===== src/rtl/spi_p1_pkg.sv =====
package spi_p1_pkg;
    typedef enum logic [2:0] {
        ST_IDLE,
        ST_LEAD,
        ST_SHIFT,
        ST_TAIL,
        ST_GAP
    } p1_state_e;
endpackage


===== src/rtl/spi_p1_halfcnt.sv =====
module spi_p1_halfcnt #(
    parameter int DIV_W = 8
) (
    input  logic             clk,
    input  logic             rst,
    input  logic             run,
    input  logic [DIV_W-1:0] div,
    output logic             tick
);
    logic [DIV_W-1:0] cnt_q;

    assign tick = run && (cnt_q >= div);

    always_ff @(posedge clk) begin
        if (rst || !run) begin
            cnt_q <= '0;
        end else if (tick) begin
            cnt_q <= '0;
        end else begin
            cnt_q <= cnt_q + 1'b1;
        end
    end


    half_period_min_chk: assert property (@(posedge clk) disable iff (rst)
        (tick && div != '0) |=> (!tick || div == '0));
endmodule


===== src/rtl/spi_p1_txslot.sv =====
module spi_p1_txslot #(
    parameter int DATA_W = 8
) (
    input  logic              clk,
    input  logic              rst,
    input  logic              wr_en,
    input  logic [DATA_W-1:0] wr_data,
    input  logic              pull,
    input  logic              ovr_clr,
    output logic              full,
    output logic [DATA_W-1:0] data,
    output logic              overrun
);
    always_ff @(posedge clk) begin
        if (rst) begin
            full    <= 1'b0;
            data    <= '0;
            overrun <= 1'b0;
        end else begin
            if (pull) begin
                full <= 1'b0;
            end else if (wr_en && !full) begin
                full <= 1'b1;
                data <= wr_data;
            end
            if (wr_en && full) begin
                overrun <= 1'b1;
            end else if (ovr_clr) begin
                overrun <= 1'b0;
            end
        end
    end


    overrun_set_chk: assert property (@(posedge clk) disable iff (rst)
        (wr_en && full) |=> overrun);


    slot_kept_chk: assert property (@(posedge clk) disable iff (rst)
        (wr_en && full && !pull) |=> (full && $stable(data)));
endmodule


===== src/rtl/spi_p1_shifter.sv =====
module spi_p1_shifter #(
    parameter int DATA_W = 8
) (
    input  logic              clk,
    input  logic              rst,
    input  logic              lsb_first,
    input  logic              load,
    input  logic [DATA_W-1:0] load_data,
    input  logic              drive,
    input  logic              sample,
    input  logic              capture,
    input  logic              miso,
    output logic              mosi,
    output logic [DATA_W-1:0] rx_data
);
    logic [DATA_W-1:0] sh_q;
    logic              mosi_q;
    logic [DATA_W-1:0] rx_q;
    logic [DATA_W-1:0] src;

    assign src     = load ? load_data : sh_q;
    assign mosi    = mosi_q;
    assign rx_data = rx_q;

    always_ff @(posedge clk) begin
        if (rst) begin
            sh_q   <= '0;
            mosi_q <= 1'b0;
            rx_q   <= '0;
        end else begin
            if (capture) begin
                rx_q <= sh_q;
            end
            if (load) begin
                sh_q <= load_data;
            end else if (sample) begin
                if (lsb_first) begin
                    sh_q <= {miso, sh_q[DATA_W-1:1]};
                end else begin
                    sh_q <= {sh_q[DATA_W-2:0], miso};
                end
            end
            if (drive) begin
                mosi_q <= lsb_first ? src[0] : src[DATA_W-1];
            end
        end
    end


    sample_lands_chk: assert property (@(posedge clk) disable iff (rst)
        (sample && !load && !capture) |=>
            ($past(lsb_first) ? (sh_q[DATA_W-1] == $past(miso)) : (sh_q[0] == $past(miso))));
endmodule


===== src/rtl/spi_p1_master.sv =====
module spi_p1_master
    import spi_p1_pkg::*;
#(
    parameter int DATA_W = 8,
    parameter int DIV_W  = 8
) (
    input  logic              clk,
    input  logic              rst,
    input  logic              cfg_cpol,
    input  logic              cfg_lsb_first,
    input  logic              cfg_auto_ss,
    input  logic [DIV_W-1:0]  cfg_div,
    input  logic              wr_en,
    input  logic [DATA_W-1:0] wr_data,
    input  logic              rd_en,
    input  logic              flag_clr,
    output logic [DATA_W-1:0] rx_data,
    output logic              done_flag,
    output logic              overrun,
    output logic              buf_ready,
    output logic              busy,
    output logic              sck,
    output logic              mosi,
    output logic              ss_n,
    input  logic              miso
);
    localparam int EDGES  = 2 * DATA_W;
    localparam int ECNT_W = $clog2(EDGES + 1);
    localparam logic [ECNT_W-1:0] LAST_EDGE = ECNT_W'(EDGES);
    localparam logic [ECNT_W-1:0] PRE_LAST  = ECNT_W'(EDGES - 1);

    p1_state_e         state_q, state_d;
    logic              tick;
    logic              run;
    logic              slot_full;
    logic [DATA_W-1:0] slot_data;
    logic              pull;
    logic              first_edge;
    logic              edge_ev;
    logic              drive;
    logic              sample;
    logic              done_set;
    logic [ECNT_W-1:0] edge_q;
    logic [ECNT_W-1:0] edge_nxt;
    logic              sck_q;
    logic              done_q;

    assign run = (state_q != ST_IDLE);

    spi_p1_halfcnt #(.DIV_W(DIV_W)) u_halfcnt (
        .clk  (clk),
        .rst  (rst),
        .run  (run),
        .div  (cfg_div),
        .tick (tick)
    );

    spi_p1_txslot #(.DATA_W(DATA_W)) u_txslot (
        .clk     (clk),
        .rst     (rst),
        .wr_en   (wr_en),
        .wr_data (wr_data),
        .pull    (pull),
        .ovr_clr (flag_clr),
        .full    (slot_full),
        .data    (slot_data),
        .overrun (overrun)
    );

    spi_p1_shifter #(.DATA_W(DATA_W)) u_shifter (
        .clk       (clk),
        .rst       (rst),
        .lsb_first (cfg_lsb_first),
        .load      (pull),
        .load_data (slot_data),
        .drive     (drive),
        .sample    (sample),
        .capture   (done_set),
        .miso      (miso),
        .mosi      (mosi),
        .rx_data   (rx_data)
    );

    // State register
    always_ff @(posedge clk) begin
        if (rst) begin
            state_q <= ST_IDLE;
        end else begin
            state_q <= state_d;
        end
    end

    // Next-state logic
    always_comb begin
        state_d = state_q;
        unique case (state_q)
            ST_IDLE:  if (slot_full) state_d = ST_LEAD;
            ST_LEAD:  if (tick) state_d = ST_SHIFT;
            ST_SHIFT: if (tick && edge_q == PRE_LAST) state_d = ST_TAIL;
            ST_TAIL:  if (tick) state_d = slot_full ? ST_SHIFT : ST_GAP;
            ST_GAP:   if (tick) state_d = ST_IDLE;
            default:  state_d = ST_IDLE;
        endcase
    end

    // Per-cycle control outputs of the state machine
    always_comb begin
        first_edge = tick && ((state_q == ST_LEAD) ||
                              (state_q == ST_TAIL && slot_full));
        edge_ev    = first_edge || (tick && state_q == ST_SHIFT);
        edge_nxt   = first_edge ? ECNT_W'(1) : edge_q + 1'b1;
        drive      = edge_ev && edge_nxt[0];
        sample     = edge_ev && !edge_nxt[0];
        pull       = slot_full && ((state_q == ST_IDLE) ||
                                   (state_q == ST_TAIL && tick));
        done_set   = tick && (state_q == ST_TAIL);
    end

    always_ff @(posedge clk) begin
        if (rst) begin
            edge_q <= '0;
            sck_q  <= 1'b0;
            done_q <= 1'b0;
        end else begin
            if (edge_ev) begin
                edge_q <= edge_nxt;
                sck_q  <= ~sck_q;
            end
            if (done_set) begin
                done_q <= 1'b1;
            end else if (rd_en || flag_clr) begin
                done_q <= 1'b0;
            end
        end
    end

    assign sck       = sck_q ^ cfg_cpol;
    assign ss_n      = !(cfg_auto_ss && (state_q == ST_LEAD ||
                                         state_q == ST_SHIFT ||
                                         state_q == ST_TAIL));
    assign done_flag = done_q;
    assign busy      = run;
    assign buf_ready = !slot_full;


    idle_level_chk: assert property (@(posedge clk) disable iff (rst)
        (state_q == ST_IDLE) |-> (sck == cfg_cpol));


    edge_bound_chk: assert property (@(posedge clk) disable iff (rst)
        edge_q <= LAST_EDGE);


    flag_from_tail_chk: assert property (@(posedge clk) disable iff (rst)
        $rose(done_flag) |-> $past(state_q == ST_TAIL && tick));


    chain_direct_chk: assert property (@(posedge clk) disable iff (rst)
        (state_q == ST_TAIL && tick && slot_full) |=>
            (state_q == ST_SHIFT && sck != cfg_cpol));


    reset_state_chk: assert property (@(posedge clk)
        rst |=> (ss_n && !done_flag && !busy && buf_ready));
endmodule


===== config.mk =====
export PLATFORM = sky130hd
export DESIGN_NAME = spi_p1_master
export DESIGN_NICKNAME = d
export VERILOG_FILES = /design/src/rtl/spi_p1_pkg.sv /design/src/rtl/spi_p1_halfcnt.sv /design/src/rtl/spi_p1_txslot.sv /design/src/rtl/spi_p1_shifter.sv /design/src/rtl/spi_p1_master.sv
export SDC_FILE = /design/constraint.sdc
export NUM_CORES = 1
export LEC_CHECK = 0
export BUFFER_PORTS_ARGS = -buffer_cell sky130_fd_sc_hd__buf_2
export CORE_MARGIN = 8
export CORE_UTILIZATION = 50
export DETAILED_ROUTE_END_ITERATION = 7
export PLACE_DENSITY = 0.83
export SYNTH_ARGS = -nofsm -noshare
export SYNTH_HDL_FRONTEND = slang
export SYNTH_SLANG_ARGS = --single-unit

===== constraint.sdc =====
create_clock -name clk -period 2.5 [get_ports clk]
set_clock_uncertainty 0.05 [all_clocks]
set_input_delay 0.25 -clock clk [delete_from_list [all_inputs] [get_ports clk]]
set_output_delay 0.25 -clock clk [all_outputs]
set_load 0.02 [all_outputs]

==> impl_results.md <==
* Top delay family on crit path: compound AO/OA/AOI/OAI gates
* Seq/Total Area, Yosys at 39.0%
* Register-to-register setup slack at slightly above 0.07 ns
* Area of the multi-input gates at between 1000 and 1500 µm²
* IO Port Bufs at 39
* Vias at approximately 1.9k
* Clk sinks at 45
* Reg-to-Reg Start: u_halfcnt.cnt_q[1]
* NetSw at ~0.00033 W
* Row count at 24
* EDFF count, synth at 0
* Max cap viols at 0
* Post-CTS Hold Buffers at 0
* Layout cells sized above 1 at 26.3%
* Minimum clock period at approximately 2.4 ns
* Clock group share of total power at roughly 33%
* DRC Markers at 0
* Core area at 4410 µm²
* Initial cell density of the core at a little over half
* Worst path required time at 2.63 ns
* Startpoint types: flop
* CTS tree: yes
* Finished Core Util at between 60 and 70%
* R2r endpoint: edge_q[2]
* Syn Inst Count at about 250
* Final Hold Viols at 0
* Crit share post-route at about 97%
* Slew @ Worst Pin at just under 0.7 ns
* Status: completed
* Total power at between 0.001 and 0.0015 W
* Logic pwr share at between 10% and 20%
* Remaining antenna violation count at 0
* Avg Inst Size Synth at roughly 9.2 µm²
* Commonest cells post-synth: nor2_1, dfxtp_1, mux2i_1
* Critical Path End Type: flop
* Leading area contributor after synthesis: dfxtp_1
* Unique masters post-synth at 45
* Detail Placement HPWL at 3.52 mm
* Root Driver: clkbuf_8
* Yosys reg bits at 45
* YS warnings at 0
* F_max at 0.412 GHz
* P_leak at about 1.2 nW
* Fillers at about 360
* Vert. Die Dim at approximately 84 µm
* Layout area overhead at 18.9%
* Pins over their slew limit at 0
* Pre-antenna DRT Iters at 4
* Iter 0 DRT Violations at roughly 230
* WHS Path Cells at 3
* Clock latency at the later pin of the worst-skew pair at 0.29 ns
* Top_reg_cell synth: dfxtp_1
* ANT cells at 0
* RSZ-0062 raised after global routing: true
* Syn_nets at 287
* P_int at approximately 0.0010 W
* DIE WIDTH at between 80 and 90 µm
* Crit Path Max Fanout at 6
* Drt via density at approximately 5.4
* Gr ovfl total at 0
* First-pass GRT wire length at approximately 7.9 mm
* Final setup vio count at 0
* Area share of the largest cell type after synthesis at about two fifths
* CP cell instances: ha_4 -> nor2b_1 -> o211ai_1 -> a311o_2 -> buf_6 -> a2111oi_4 -> buf_4 -> nand2_1 -> xor2_1 -> nor2_1
* Flop pwr share at a little under three fifths
* Wire length per cell at between 10 and 15 µm
* Synthesized cell area at about 2300 µm²
* Sequential cell area at ~900 µm²
* Critical path buffers and inverters at 2
* Worst Min Path Start: wr_data[2]
* Slowest stage cell, crit path: a311o_2
* Async set-reset flop share out of synthesis at 0%
* Final nets at roughly 330
* Slew headroom at between 50% and 60%
* Max clock buf depth at 2
* Pwr/cell area at 492 nW/µm²
* Peak per-stage delay on the critical path at between 0.4 and 0.5 ns
* Global-route usage over all layers at around an eighth
* Initial antenna violation count at 0
* CTS H-Tree Depth at 2
* CTS Buf Count at 5
* Hold Path Sink: u_txslot.data[2]
* Die Area at slightly above 7000 µm²
* Clock transition at the registers of the reported paths at roughly 0.08 ns
* Crit Path Class: reg2reg
* Max IR drop VDD at 0.379 mV
* Top cells by area, synth: dfxtp_1, mux2i_1, nor2_1
* Total Wirelength at around 4.8 mm
* Worst hold path type: in2reg
* Largest net degree at the start of global routing at 39
* Number of global-route vias before repair at 1,798
* Count leader, synth: nor2_1
* Reg2Reg Depth at 10
* # IOs at 40
* Switching Share at between 20% and 30%
* CP arrival at 2.56 ns
* RePlAce Congestion at 0.873
==> how the worst max path moves through the flow <==
stage | start | to | slack [ns] | depth (start not counted)
2_1_floorplan | u_halfcnt.cnt_q[0] | u_shifter.sh_q[0] | 0.07 | 10
3_3_place_gp | cfg_div[2] | u_shifter.mosi | -0.01 | 11
3_5_place_dp | cfg_div[2] | edge_q[3] | -0.11 | 11
4_1_cts | u_halfcnt.cnt_q[2] | u_shifter.sh_q[7] | 0.02 | 9
5_1_grt | u_halfcnt.cnt_q[1] | edge_q[2] | -0.06 | 10
6_report | u_halfcnt.cnt_q[1] | edge_q[2] | 0.07 | 10
==> timing repair <==
| item | CTS | global route |
|---|---|---|
| endpoints found under the hold margin | 0 | 0 |
| setup buffers | 0 | 2 |
| pin swaps | 1 | 6 |
| resized for setup | 1 | 7 |
| endpoints found under the setup margin | 4 | 23 |
==> worst register-to-register path, stage by stage, from the launching register on <==
cell and delay (ns):
dfxtp_2 0.34, ha_4 0.26, nor2b_1 0.11, o211ai_1 0.09, a311o_2 0.45, buf_6 0.15
a2111oi_4 0.43, buf_4 0.20, nand2_1 0.06, xor2_1 0.13, nor2_1 0.05
==> stage by stage <==
step | instance area, µm² | hold WS (ns) | TNS [ns] | std cells | worst slack, ns
detailed placement | 2600 | 0.418 | -0.567 | 340 | -0.108
global placement | 2600 | 0.407 | -0.0145 | 340 | -0.0140
CTS | 2690 | 0.140 | 0 | 347 | 0.0183
finish | 2740 | 0.144 | 0 | 349 | 0.0709
floorplan | 2310 | 0.345 | 0 | 251 | 0.0697
global route | 2740 | 0.153 | -0.111 | 349 | -0.0559
==> per-layer routing <==
| metal | up-vias | part of all wire (%) | GRT usage, % |
|---|---|---|---|
| li1 | 952 | - | - |
| met1 | 862 | 48 | 15.8 |
| met2 | 51 | 46 | 21.7 |
| met3 | 5 | 5.8 | 4.10 |
| met4 | 0 | 0.83 | 4.24 |
| met5 | - | 0 | 0 |
==> power groups by stage <==
stage	clock (W)	sequential, W	combinational [W]
floorplan	0	0.000761	0.000104
global placement	0	0.000767	0.000141
detailed placement	0	0.000768	0.000146
CTS	0.000460	0.000751	0.000146
global route	0.000499	0.000755	0.000165
finish	0.000449	0.000752	0.000149
==> sequential cells by signal, indices dropped and copies added, names as in the netlist <==
name               count
u_halfcnt.cnt_q        8
u_txslot.full          1
edge_q                 5
done_flag              1
u_shifter.sh_q         8
u_shifter.rx_data      8
state_q                3
u_txslot.data          8
u_txslot.overrun       1
sck_q                  1
u_shifter.mosi         1
==> cells by family (layout without fill, tap and decap cells) <==
kind of cell / after synthesis / after routing / synth area share, %
AOI/OAI and AO/OA: 29 / 29 / 10.7
xor gates and xnor gates: 10 / 10 / 3.79
adders and majority gates: 11 / 11 / 5.96
buffers and inverters: 27 / 73 / 4.88
DFF: 45 / 45 / 39.0
muxes: 41 / 41 / 18.6
and+or+nand+nor: 88 / 88 / 17.0
==> cells in the final DEF, fill, tap and decap left out, types with 2 or more instances in the layout <==
cell type and count:
nor2_1 53, dfxtp_1 43, buf_2 39, mux2i_1 25
inv_1 15, buf_4 10, a21oi_1 9, ha_1 9
nand2_1 8, mux2_2 8, mux2_1 8, nand3_1 7
xor2_1 6, clkbuf_8 6, nor3_1 4, xnor2_1 4
nor2b_1 3, and3_1 2, and2_1 2, o21ai_0 2
a211oi_1 2, nand2b_1 2, a2111oi_0 2, ha_4 2
dfxtp_2 2
==> cell type report <==
type | instances | share of cell area, %
clock buffer | 6 | 3.01
clock inverter | 1 | 0.274
inverter | 15 | 2.05
multi-input combinational | 179 | 48.4
sequential | 45 | 32.9
tap | 52 | 2.37
timing repair buffer | 51 | 11.0
Note: power is estimated with default switching activity, not from simulation.
